`config.mk`:
```
export PLATFORM = sky130hd
export DESIGN_NAME = line_loc_reuse
export DESIGN_NICKNAME = d
export VERILOG_FILES = /design/src/rtl/llc_pkg.sv /design/src/rtl/llc_ctrl.sv /design/src/rtl/llc_datapath.sv /design/src/rtl/line_loc_reuse.sv
export SDC_FILE = /design/constraint.sdc
export NUM_CORES = 1
export LEC_CHECK = 0
export BUFFER_PORTS_ARGS = -buffer_cell sky130_fd_sc_hd__buf_2
export CORE_MARGIN = 2
export CORE_UTILIZATION = 66
export DETAILED_ROUTE_END_ITERATION = 7
export PLACE_DENSITY = 0.86
export SLEW_MARGIN = 25
export SYNTH_ARGS = -nofsm -noshare
export SYNTH_HDL_FRONTEND = slang
export SYNTH_SLANG_ARGS = --single-unit
```
`constraint.sdc`:
```
create_clock -name clk -period 5.5 [get_ports clk]
set_clock_uncertainty 0.05 [all_clocks]
set_input_delay 1.1 -clock clk [delete_from_list [all_inputs] [get_ports clk]]
set_output_delay 1.1 -clock clk [all_outputs]
set_load 0.01 [all_outputs]
```
`src/rtl/llc_pkg.sv`:
```
package llc_pkg;
  localparam int NumBanks   = 4;
  localparam int EntPerBank = 2;
  localparam int NumShared  = 2;
  localparam int NumSets    = 16;
  localparam int NumWays    = 4;
  localparam int PpnW       = 12;

  localparam int NumBankEnt = NumBanks * EntPerBank;
  localparam int NumEnt     = NumBankEnt + NumShared;
  localparam int EntW       = $clog2(NumEnt);
  localparam int SetW       = $clog2(NumSets);
  localparam int WayW       = $clog2(NumWays);
  localparam int BankW      = $clog2(NumBanks);
  localparam int LineW      = SetW + WayW;
  localparam int NumLines   = NumSets * NumWays;

  typedef struct packed {
    logic              capture;
    logic [NumEnt-1:0] clrMask;
    logic              lineSet;
    logic              lineClr;
  } strobe_t;
endpackage

```
`src/rtl/llc_ctrl.sv`:
```
module llc_ctrl
  import llc_pkg::*;
(
  input  logic            reqValid,
  input  logic            rdPresent,
  input  logic [SetW-1:0] rdSet,
  input  logic [WayW-1:0] rdWay,
  input  logic            replValid,
  input  logic [SetW-1:0] replSet,
  input  logic [WayW-1:0] replWay,
  input  logic            replLineBit,
  input  logic            fillValid,
  input  logic [EntW-1:0] fillEntry,
  input  logic [SetW-1:0] fillSet,
  input  logic [WayW-1:0] fillWay,
  input  logic            freeValid,
  input  logic [EntW-1:0] freeEntry,
  output strobe_t         stb,
  output logic            reqFull,
  output logic            reqReduced,
  output logic            replFlush
);
  logic replHitsReq;
  logic replHitsFill;
  logic freeSameAsFill;

  // a reduced read of a line being evicted this cycle falls back to full
  assign replHitsReq = replValid && (rdSet == replSet) && (rdWay == replWay);
  assign reqReduced  = reqValid && rdPresent && !replHitsReq;
  assign reqFull     = reqValid && !reqReduced;

  assign replFlush      = replValid && replLineBit;
  assign replHitsFill   = replValid && (fillSet == replSet) && (fillWay == replWay);
  assign freeSameAsFill = freeValid && (freeEntry == fillEntry);

  assign stb.capture = fillValid && !replHitsFill && !freeSameAsFill;
  assign stb.lineSet = stb.capture;
  assign stb.lineClr = replFlush;

  // conservative clear: whole mapped bank plus every overflow entry
  for (genvar e = 0; e < NumEnt; e++) begin : g_clr
    logic affected;
    if (e < NumBankEnt) begin : g_bank
      localparam logic [BankW-1:0] BankId = BankW'(e / EntPerBank);
      assign affected = (replSet[BankW-1:0] == BankId);
    end else begin : g_shared
      assign affected = 1'b1;
    end
    assign stb.clrMask[e] = (replFlush && affected) ||
                            (freeValid && (freeEntry == EntW'(e)));
  end
endmodule

```
`src/rtl/llc_datapath.sv`:
```
module llc_datapath
  import llc_pkg::*;
(
  input  logic            clk,
  input  logic            rstN,
  input  strobe_t         stb,
  input  logic [EntW-1:0] reqEntry,
  input  logic [EntW-1:0] fillEntry,
  input  logic [SetW-1:0] fillSet,
  input  logic [WayW-1:0] fillWay,
  input  logic [PpnW-1:0] fillPpn,
  input  logic [SetW-1:0] replSet,
  input  logic [WayW-1:0] replWay,
  output logic            rdPresent,
  output logic [SetW-1:0] rdSet,
  output logic [WayW-1:0] rdWay,
  output logic [PpnW-1:0] rdPpn,
  output logic            replLineBit
);
  logic [NumEnt-1:0]   entPresent;
  logic [SetW-1:0]     entSet [NumEnt];
  logic [WayW-1:0]     entWay [NumEnt];
  logic [PpnW-1:0]     entPpn [NumEnt];
  logic [NumLines-1:0] lineBit;

  logic [LineW-1:0] fillLine;
  logic [LineW-1:0] replLine;
  logic             rdInRange;

  assign fillLine  = {fillSet, fillWay};
  assign replLine  = {replSet, replWay};
  assign rdInRange = (32'(reqEntry) < NumEnt);

  always_ff @(posedge clk) begin
    for (int e = 0; e < NumEnt; e++) begin
      if (!rstN) begin
        entPresent[e] <= 1'b0;
        entSet[e]     <= '0;
        entWay[e]     <= '0;
        entPpn[e]     <= '0;
      end else if (stb.capture && (fillEntry == EntW'(e))) begin
        entPresent[e] <= 1'b1;
        entSet[e]     <= fillSet;
        entWay[e]     <= fillWay;
        entPpn[e]     <= fillPpn;
      end else if (stb.clrMask[e]) begin
        entPresent[e] <= 1'b0;
        entSet[e]     <= '0;
        entWay[e]     <= '0;
        entPpn[e]     <= '0;
      end
    end
  end

  always_ff @(posedge clk) begin
    for (int l = 0; l < NumLines; l++) begin
      if (!rstN) lineBit[l] <= 1'b0;
      else if (stb.lineSet && (fillLine == LineW'(l))) lineBit[l] <= 1'b1;
      else if (stb.lineClr && (replLine == LineW'(l))) lineBit[l] <= 1'b0;
    end
  end

  always_comb begin
    rdPresent = 1'b0;
    rdSet     = '0;
    rdWay     = '0;
    rdPpn     = '0;
    if (rdInRange) begin
      rdPresent = entPresent[reqEntry];
      rdSet     = entSet[reqEntry];
      rdWay     = entWay[reqEntry];
      rdPpn     = entPpn[reqEntry];
    end
  end

  assign replLineBit = lineBit[replLine];
endmodule

```
`src/rtl/line_loc_reuse.sv`:
```
module line_loc_reuse
  import llc_pkg::*;
(
  input  logic            clk,
  input  logic            rstN,
  input  logic            reqValid,
  input  logic [EntW-1:0] reqEntry,
  output logic            reqFull,
  output logic            reqReduced,
  output logic [SetW-1:0] reqSet,
  output logic [WayW-1:0] reqWay,
  output logic [PpnW-1:0] reqPpn,
  input  logic            fillValid,
  input  logic [EntW-1:0] fillEntry,
  input  logic [SetW-1:0] fillSet,
  input  logic [WayW-1:0] fillWay,
  input  logic [PpnW-1:0] fillPpn,
  input  logic            replValid,
  input  logic [SetW-1:0] replSet,
  input  logic [WayW-1:0] replWay,
  output logic            replFlush,
  input  logic            freeValid,
  input  logic [EntW-1:0] freeEntry
);
  strobe_t         stb;
  logic            rdPresent;
  logic [SetW-1:0] rdSet;
  logic [WayW-1:0] rdWay;
  logic [PpnW-1:0] rdPpn;
  logic            replLineBit;

  llc_ctrl i_ctrl (
    .reqValid(reqValid), .rdPresent(rdPresent), .rdSet(rdSet), .rdWay(rdWay),
    .replValid(replValid), .replSet(replSet), .replWay(replWay),
    .replLineBit(replLineBit), .fillValid(fillValid), .fillEntry(fillEntry),
    .fillSet(fillSet), .fillWay(fillWay), .freeValid(freeValid),
    .freeEntry(freeEntry), .stb(stb), .reqFull(reqFull),
    .reqReduced(reqReduced), .replFlush(replFlush)
  );

  llc_datapath i_dp (
    .clk(clk), .rstN(rstN), .stb(stb), .reqEntry(reqEntry),
    .fillEntry(fillEntry), .fillSet(fillSet), .fillWay(fillWay),
    .fillPpn(fillPpn), .replSet(replSet), .replWay(replWay),
    .rdPresent(rdPresent), .rdSet(rdSet), .rdWay(rdWay), .rdPpn(rdPpn),
    .replLineBit(replLineBit)
  );

  assign reqSet = reqReduced ? rdSet : '0;
  assign reqWay = reqReduced ? rdWay : '0;
  assign reqPpn = reqReduced ? rdPpn : '0;
endmodule

```
==> results of run 1 <==
-- cell usage after synthesis (all sizes together), types with 2 or more instances --
library cell | count | share of area
mux2i | 31 | 0.025
nor2b | 24 | 0.012
nand4 | 6 | 0.0030
mux2 | 19 | 0.017
inv | 3 | 0.00091
dfxtp | 74 | 0.12
a31o | 8 | 0.0057
clkbuf | 45 | 0.014
a221oi | 3 | 0.0021
edfxtp | 180 | 0.44
nand3 | 18 | 0.0073
o22ai | 7 | 0.0035
a21oi | 73 | 0.030
or3 | 3 | 0.0015
mux4 | 44 | 0.080
nand2b | 12 | 0.0061
o21ai | 69 | 0.028
or4 | 2 | 0.0015
nor2 | 27 | 0.0082
nand3b | 3 | 0.0018
xor2 | 6 | 0.0042
buf | 26 | 0.012
nor3b | 4 | 0.0024
nand2 | 111 | 0.034
nor3 | 11 | 0.0044
a31oi | 2 | 0.0022
nor4 | 9 | 0.0045
a211oi | 25 | 0.017
and3 | 2 | 0.0010
nor4b | 3 | 0.0026
and2 | 183 | 0.092
a32oi | 2 | 0.0014
o221ai | 2 | 0.0014
a22oi | 6 | 0.0036
xnor2 | 4 | 0.0028
-- area by class of cell --
cell class | instances | share of cell area
Antenna cell | 2 | 0.0003600
Clock buffer | 33 | 0.05094
Clock inverter | 17 | 0.01791
Inverter | 4 | 0.001080
Multi-Input combinational cell | 732 | 0.3786
Sequential cell | 254 | 0.4953
Tap cell | 234 | 0.02106
Timing Repair Buffer | 83 | 0.03474
-- worst max-delay path: stages --
cell and delay (ns):
buf_2 0.45, nor2_1 0.30, a221oi_1 0.59, mux2i_1 0.18, or4_4 0.46, o211ai_4 0.58, a211oi_1 0.11, buf_2 0.18
-- registers in the layout, indices dropped and copies added, names as in the netlist --
| name | cells |
|---|---|
| i_dp.entPresent | 10 |
| i_dp.entWay | 20 |
| i_dp.lineBit | 64 |
| i_dp.entPpn | 120 |
| i_dp.entSet | 40 |
-- metrics by stage --
step	total power (W)	utilization	cells
floorplan	0.002490	-	1061
global placement	0.002624	0.6952	1307
detailed placement	0.002640	0.6956	1307
CTS	0.004569	0.7471	1357
global route	0.004693	0.7481	1358
finish	0.004572	0.7483	1359
-- report_power, final --
group	internal [W]	switching (W)	leakage (nW)
clock network	0.00120	0.000750	0.462
registers	0.00217	0.0000382	2.36
logic	0.000146	0.000272	2.14
-- how the worst max path moves through the flow --
stage                           start   endpoint  slack [ns]  depth (start not counted)
final                     reqEntry[1]  reqPpn[6]        0.35                          8
after global routing      reqEntry[0]  reqPpn[6]        0.20                         10
after CTS                 reqEntry[0]  reqPpn[5]        0.41                         10
after detailed placement  reqEntry[0]  reqPpn[5]        0.41                         10
after global placement    reqEntry[0]  reqPpn[0]        0.50                         10
after floorplan           reqEntry[0]  reqWay[1]        1.22                          8
-- kinds of logic (layout without fill, tap and decap cells) --
family	after synthesis	count (layout)	synth area share
flops	254	254	0.5557
xor+xnor	10	10	0.007067
mux	94	94	0.1226
simple gates	423	423	0.1860
buf+inv	75	137	0.02695
compound gates	205	205	0.1018
other cells	0	2	0
-- per-layer routing --
layer	GRT usage	wire, µm
met3	0.09137	4162
met5	0	0
met4	0.1084	1098
met1	0.4706	12240
met2	0.5096	15140
==> metrics.yaml, run 1 <==
clockBufferDepth: 3
hold_class: "reg -> reg"
tightest_slew_ns: 1.059
ys_ff_latch: 254
worstHoldEndpoint: "i_dp.lineBit[61]$_SDFFE_PN0P_"
hold_start: "i_dp.lineBit[61]$_SDFFE_PN0P_"
first_iter_violations: 1150
min_period_ns: 5.149
yosysWarningCount: 0
r2r_end: "i_dp.entPpn[7][10]$_SDFFCE_PP0P_"
cp_max_fo: 22
critPathCaptureType: "output port"
synth-edff-count: 180
syn_to_final_growth_pct: 12.19
regArea_mm2: 0.006887
grt-ovfl-total: 0
core_mm2: 0.01858
hold_buffers: 0
hold_violations: 0
synth_flop_cell: "edfxtp_1"
ys_seq_area_frac: 0.5557
die_height_um: 141.0
final_cell_area_mm2: 0.01390
synth_area_mm2: 0.01239
worstPathRequired_ns: 4.35
syn_inst: 1061
async_reset_ff_frac: 0
dpl-instance-area_mm2: 0.01292
vias: 9204
core.rowCount: 50
drv_cap: 0
drv_slew: 0
start_util: 0.6670
grt_pass1_wl_um: 50770
final_layout_size_suffix_gt1_frac: 0.1977
numCtsBuffers: 27
fin_setup_tns_ns: 0
final_cell_mix: "183 x and2_1, 180 x edfxtp_1, 111 x nand2_1"
status: "completed"
drt_drc_violations_left: 0
grt_pass1_vias: 8814
avgSynthCellArea_um2: 11.68
cts_resized: 0
ir_drop_mv: 0.2904
worstSkewPairLatency_ns: 0.54
clkTransAtPathRegs_ns: 0.06
wl_um: 32640
routed_via_density: 6.773
antenna_found_initial: 2
hpwl_um: 20660
port_buffers: 62
pre_cts_ws_ns: 0.4090
grt_usage: 0.3331
leakage_nw: 4.964
worstSetupPathType: "in -> out"
finalHoldWorstSlack_ns: 0.4226
grt_max_degree: 59
rsz0062_at_grt: "no"
slew_headroom: 0.2911
synth.distinct_cells: 61
nNetsFinal: 1144
reg2reg_slack_ns: 2.36
cts.sinks: 254
cts_tree: "built"
fin_crit_sh: 0.9363
ant_nets: 0
post-cts-setup-buffer-count: 0
crit_arrival_ns: 4.00
multiInputGateArea_mm2: 0.005264
routedWlPerCell_um: 24.01
regToRegStartpoint: "i_dp.lineBit[51]$_SDFFE_PN0P_"
h-tree-depth: 1
max_freq_mhz: 194.2
finalSetupViolCount: 0
hold_depth: 2
die_x_um: 141.0
cp-start-kind: "primary input"
syn-num-nets: 1103
power_density_mw_per_mm2: 328.8
io_pins: 63
root_buffer: "clkbuf_16"
worst-r2r-cell-count: 7
setup_slack_ns: 0.3506
fillCellCount: 1127
drt_pass1_iterations: 6
fp.dieArea_mm2: 0.01989
final_common_cell: "and2_1"
place_congestion: 0.9490
(Power assumes the default switching activity.)
==> inputs of run 2 (changes only) <==
Settings changed: GPL_TIMING_DRIVEN set to 0.
==> run 2 against run 1 <==
Net effect:
- non-clock buffer count rose by 39
- wire length rose by 3.2%
- first-iteration DRC count rose by 2.8%
- flip-flop and latch count did not move
- critical path type unchanged
==> metrics.yaml, run 2 (same netlist as run 1, synthesis figures left out) <==
hold_depth: 2  # unchanged
largest_register_ffs: 120  # unchanged
drt_drc_violations_left: 0  # unchanged
dpl-instance-area_mm2: 0.01301  # +0.66%
clkTransAtPathRegs_ns: 0.06  # about the same
core_mm2: 0.01858  # unchanged
post-cts-setup-buffer-count: 0  # unchanged
regArea_mm2: 0.006887  # unchanged
crit_top_cell: "buf_2"
die_x_um: 141.0  # unchanged
io_pins: 63  # unchanged
fin_setup_tns_ns: 0  # unchanged
vias: 9252  # +0.52%
critPathCaptureType: "output port"
tightest_slew_ns: 0.9856  # -0.07325 ns
root_buffer: "clkbuf_16"
slowest_delay_ns: 0.59  # about the same
setup_slack_ns: 0.2809  # -0.06975 ns
syn_to_final_growth_pct: 12.12  # about the same
worst-r2r-cell-count: 7  # unchanged
leakage_nw: 4.914  # -1.0%
numCtsBuffers: 26  # -3.7%
drv_cap: 0  # unchanged
cts.sinks: 254  # unchanged
crit_arrival_ns: 4.07  # +0.07 ns
rsz0062_at_grt: "no"
finalSetupViolCount: 0  # unchanged
wl_um: 33660  # +3.2%
cts_tree: "built"
start_util: 0.6670  # unchanged
fp.dieArea_mm2: 0.01989  # unchanged
worstPathRequired_ns: 4.35  # about the same
routedWlPerCell_um: 24.15  # +0.56%
pre_cts_ws_ns: 0.4291  # +0.02009 ns
fillCellCount: 1196  # +6.1%
max_freq_mhz: 191.6  # -1.3%
cp_max_fo: 10  # -55%
core.rowCount: 50  # unchanged
grt-ovfl-total: 0  # unchanged
routed_via_density: 6.637  # -2.0%
slew_headroom: 0.3411  # +0.04998
regToRegStartpoint: "i_dp.lineBit[59]$_SDFFE_PN0P_"
hpwl_um: 23730  # +15%
final_common_cell: "and2_1"
h-tree-depth: 1  # unchanged
hold_class: "reg -> reg"
nNetsFinal: 1182  # +3.3%
min_period_ns: 5.219  # +0.06975 ns
grt_pass1_wl_um: 51140  # +0.72%
port_buffers: 47  # -24%
multiInputGateArea_mm2: 0.005259  # about the same
hold_buffers: 0  # unchanged
final_cell_mix: "183 x and2_1, 180 x edfxtp_1, 111 x nand2_1"
place_congestion: 1.030  # +8.5%
status: "completed"
cts_resized: 0  # unchanged
utilization: 0.7479  # about the same
hold_violations: 0  # unchanged
ir_drop_mv: 0.3197  # +10%
drv_slew: 0  # unchanged
grt_usage: 0.3431  # +0.01002
crit_chain: "buf_2 -> nor2_1 -> a221oi_1 -> or4b_2 -> o21ai_0 -> or4_4 -> o211ai_4 -> buf_6 -> a21oi_1 -> buf_2"
final_cell_area_mm2: 0.01390  # about the same
antenna_found_initial: 0  # -2
drt_pass1_iterations: 6  # unchanged
hold_start: "i_dp.lineBit[42]$_SDFFE_PN0P_"
grt_pass1_vias: 9112  # +3.4%
worstSetupPathType: "in -> out"
die_height_um: 141.0  # unchanged
top_register: "i_dp.entPpn"
cp-start-kind: "primary input"
num_antenna_cells: 0  # -2
fin_crit_sh: 0.9489  # +0.01268
ant_nets: 0  # unchanged
first_iter_violations: 1182  # +2.8%
power_density_mw_per_mm2: 317.5  # -3.4%
startpoint: "reqEntry[1]"
worstSkewPairLatency_ns: 0.54  # about the same
reg2reg_slack_ns: 2.34  # -0.02 ns
final_layout_size_suffix_gt1_frac: 0.1793  # -0.01837
grt_max_degree: 19  # -68%
reg_top3: "i_dp.entPpn x120, i_dp.lineBit x64, i_dp.entSet x40"
crit_slowest_cell: "nor2_1"
clockBufferDepth: 3  # unchanged
[run 2: worst max-delay path, delay by kind of cell]
family	cells	cell delay, ns
AOI/OAI and AO/OA	4	0.94
buffers and inverters	3	0.59
and+or+nand+nor	3	1.44
[run 2: layout make-up]
cell class,count,area share
buffer,71,0.02296
clock buffer,32,0.04844
clock inverter,16,0.01405
inverter,4,0.001080
multi-input combinational,732,0.3784
sequential,254,0.4956
tap,234,0.02107
timing repair buffer,51,0.01837
[run 2: layer usage]
layer	up-vias	wire length (µm)	global-route usage
met2	595	15570	0.5335
met1	4488	12850	0.4802
met4	0	1543	0.1553
li1	4051	-	-
met3	118	3702	0.06012
met5	-	0	0
[run 2: final timing paths]
check / end
setup / recovery: reqWay[1]
hold / removal: i_dp.lineBit[42]$_SDFFE_PN0P_
hold reg to reg: i_dp.lineBit[42]$_SDFFE_PN0P_
setup reg to reg: i_dp.entPpn[7][4]$_SDFFCE_PP0P_
[run 2: metrics by stage]
step | cells | hold slack [ns] | power [W]
5_1_grt | 1394 | 0.4458 | 0.004510
6_report | 1394 | 0.4252 | 0.004412
2_1_floorplan | 1061 | 0.4004 | 0.002490
3_5_place_dp | 1346 | 0.4140 | 0.002645
3_3_place_gp | 1342 | 0.4083 | 0.002623
4_1_cts | 1394 | 0.4222 | 0.004394
[run 2: where the power goes]
| part | total [W] | internal, W | switching (W) |
|---|---|---|---|
| combinational | 0.000420 | 0.000145 | 0.000275 |
| sequential | 0.00220 | 0.00217 | 0.0000336 |
| clock | 0.00179 | 0.00106 | 0.000731 |
| total | 0.00441 | 0.00337 | 0.00104 |
==> inputs of run 3 (changes only) <==
Settings changed: PLACE_DENSITY 0.86 to 0.85, TNS_END_PERCENT set to 50.
==> run 3 against run 2 <==
Net effect:
- global-route usage is 0.42 points higher
- power is 0.72% higher
- design area hardly changed
- via count is 1.4% higher
- register-to-register slack worse by 0.09 ns
- critical path type unchanged
==> metrics.yaml, run 3 (same netlist as run 1, synthesis figures left out) <==
critPathCaptureType: "output port"
min_period_ns: 5.352  # +0.1326 ns
grt_usage: 0.3473  # +0.004218
cp_max_fo: 10  # unchanged
routed_via_density: 6.736  # +1.5%
first_iter_violations: 1407  # +19%
utilization: 0.7476  # about the same
place_congestion: 1.009  # -2.0%
final_cell_mix: "183 x and2_1, 180 x edfxtp_1, 111 x nand2_1"
nNetsFinal: 1182  # unchanged
leakage_nw: 4.911  # about the same
cp-start-kind: "primary input"
crit_top_cell: "buf_2"
hold_buffers: 0  # unchanged
drv_slew: 0  # unchanged
start_util: 0.6670  # unchanged
clockBufferDepth: 3  # unchanged
post-cts-setup-buffer-count: 0  # unchanged
crit_chain: "buf_2 -> nor2_1 -> a221oi_1 -> or4b_2 -> o21ai_0 -> or4_4 -> o211ai_4 -> buf_6 -> a21oi_1 -> buf_2"
hold_violations: 0  # unchanged
multiInputGateArea_mm2: 0.005245  # -0.26%
largest_register_ffs: 120  # unchanged
fillCellCount: 1205  # +0.75%
cp.buffers_inverters: 3  # unchanged
grt_max_degree: 19  # unchanged
final_common_cell: "and2_1"
drt_drc_violations_left: 0  # unchanged
ir_drop_mv: 0.3408  # +6.6%
finalSetupViolCount: 0  # unchanged
numCtsBuffers: 26  # unchanged
reg_top3: "i_dp.entPpn x120, i_dp.lineBit x64, i_dp.entSet x40"
final_cell_area_mm2: 0.01389  # about the same
ant_nets: 0  # unchanged
regArea_mm2: 0.006887  # unchanged
top_register: "i_dp.entPpn"
regToRegStartpoint: "i_dp.lineBit[59]$_SDFFE_PN0P_"
routedWlPerCell_um: 24.64  # +2.0%
hold_class: "reg -> reg"
startpoint: "reqEntry[1]"
wl_um: 34320  # +1.9%
hold_depth: 2  # unchanged
status: "completed"
slowest_delay_ns: 0.66  # +0.07 ns
critPathTopFamily: "simple AND/OR/NAND/NOR gates"
cts_resized: 0  # unchanged
worst-r2r-cell-count: 7  # unchanged
vias: 9383  # +1.4%
reg2reg_slack_ns: 2.25  # -0.09 ns
core_mm2: 0.01858  # unchanged
grt_pass1_wl_um: 52180  # +2.1%
io_pins: 63  # unchanged
worstPathRequired_ns: 4.35  # about the same
worstSetupPathType: "in -> out"
hold_start: "i_dp.lineBit[49]$_SDFFE_PN0P_"
fin_setup_tns_ns: 0  # unchanged
max_freq_mhz: 186.9  # -2.5%
final_layout_size_suffix_gt1_frac: 0.1803  # +0.001018
fp.dieArea_mm2: 0.01989  # unchanged
root_buffer: "clkbuf_16"
worstSkewPairLatency_ns: 0.55  # about the same
slew_headroom: 0.2947  # -0.04639
tightest_slew_ns: 1.055  # +0.06939 ns
antenna_found_initial: 0  # unchanged
cts.sinks: 254  # unchanged
num_antenna_cells: 0  # unchanged
cts_tree: "built"
fin_crit_sh: 0.9730  # +0.02411
r2r_end: "i_dp.entPpn[3][6]$_SDFFCE_PP0P_"
hpwl_um: 23580  # -0.61%
power_density_mw_per_mm2: 319.9  # +0.76%
crit_arrival_ns: 4.20  # +0.13 ns
die_x_um: 141.0  # unchanged
dpl-instance-area_mm2: 0.01301  # about the same
die_height_um: 141.0  # unchanged
grt_pass1_vias: 9190  # +0.86%
grt-ovfl-total: 0  # unchanged
core.rowCount: 50  # unchanged
drv_cap: 0  # unchanged
clkTransAtPathRegs_ns: 0.07  # about the same
drt_pass1_iterations: 7  # +1
port_buffers: 47  # unchanged
worstHoldEndpoint: "i_dp.lineBit[49]$_SDFFE_PN0P_"
h-tree-depth: 1  # unchanged
rsz0062_at_grt: "no"
crit_slowest_cell: "nor2_1"
syn_to_final_growth_pct: 12.08  # about the same
## run 3: tightest hold or removal path, stage by stage, from the launching register on
cell     delay [ns]
dfxtp_1        0.30
o21ai_0        0.06
a21oi_1        0.06
## run 3: cell type report
type                            count  area share
Sequential cell                   254      0.4958
Timing Repair Buffer               51     0.01838
Tap cell                          234     0.02108
Clock buffer                       30     0.04792
Inverter                            4    0.001081
Clock inverter                     17     0.01522
Multi-Input combinational cell    732      0.3776
Buffer                             71     0.02297
## run 3: power by group
part           internal, W  switching, W  total (W)  leakage [nW]
clock              0.00106      0.000760    0.00182         0.424
sequential         0.00217     0.0000342    0.00220          2.36
combinational     0.000145      0.000277   0.000422          2.12
## run 3: worst max path at each step
| stage | end | depth (start not counted) |
|---|---|---|
| global route | reqWay[1] | 10 |
| detailed placement | reqWay[1] | 10 |
| finish | reqWay[1] | 10 |
| floorplan | reqWay[1] | 8 |
| global placement | reqWay[1] | 10 |
| CTS | reqWay[1] | 10 |
## run 3: layer usage
layer	track usage	share of wire	routed length (µm)
met3	0.06624	0.12	4095
met1	0.4860	0.38	12910
met5	0	0	0
met2	0.5435	0.46	15810
met4	0.1432	0.044	1510
## run 3: metrics by stage
| stage | cells | hold slack [ns] | power [W] | setup slack, ns |
|---|---|---|---|---|
| floorplan | 1061 | 0.4004 | 0.002490 | 1.216 |
| global placement | 1342 | 0.4077 | 0.002622 | 0.3162 |
| detailed placement | 1346 | 0.4129 | 0.002644 | 0.3060 |
| CTS | 1393 | 0.4208 | 0.004429 | 0.2614 |
| global route | 1393 | 0.4408 | 0.004543 | 0.03809 |
| finish | 1393 | 0.4254 | 0.004444 | 0.1483 |
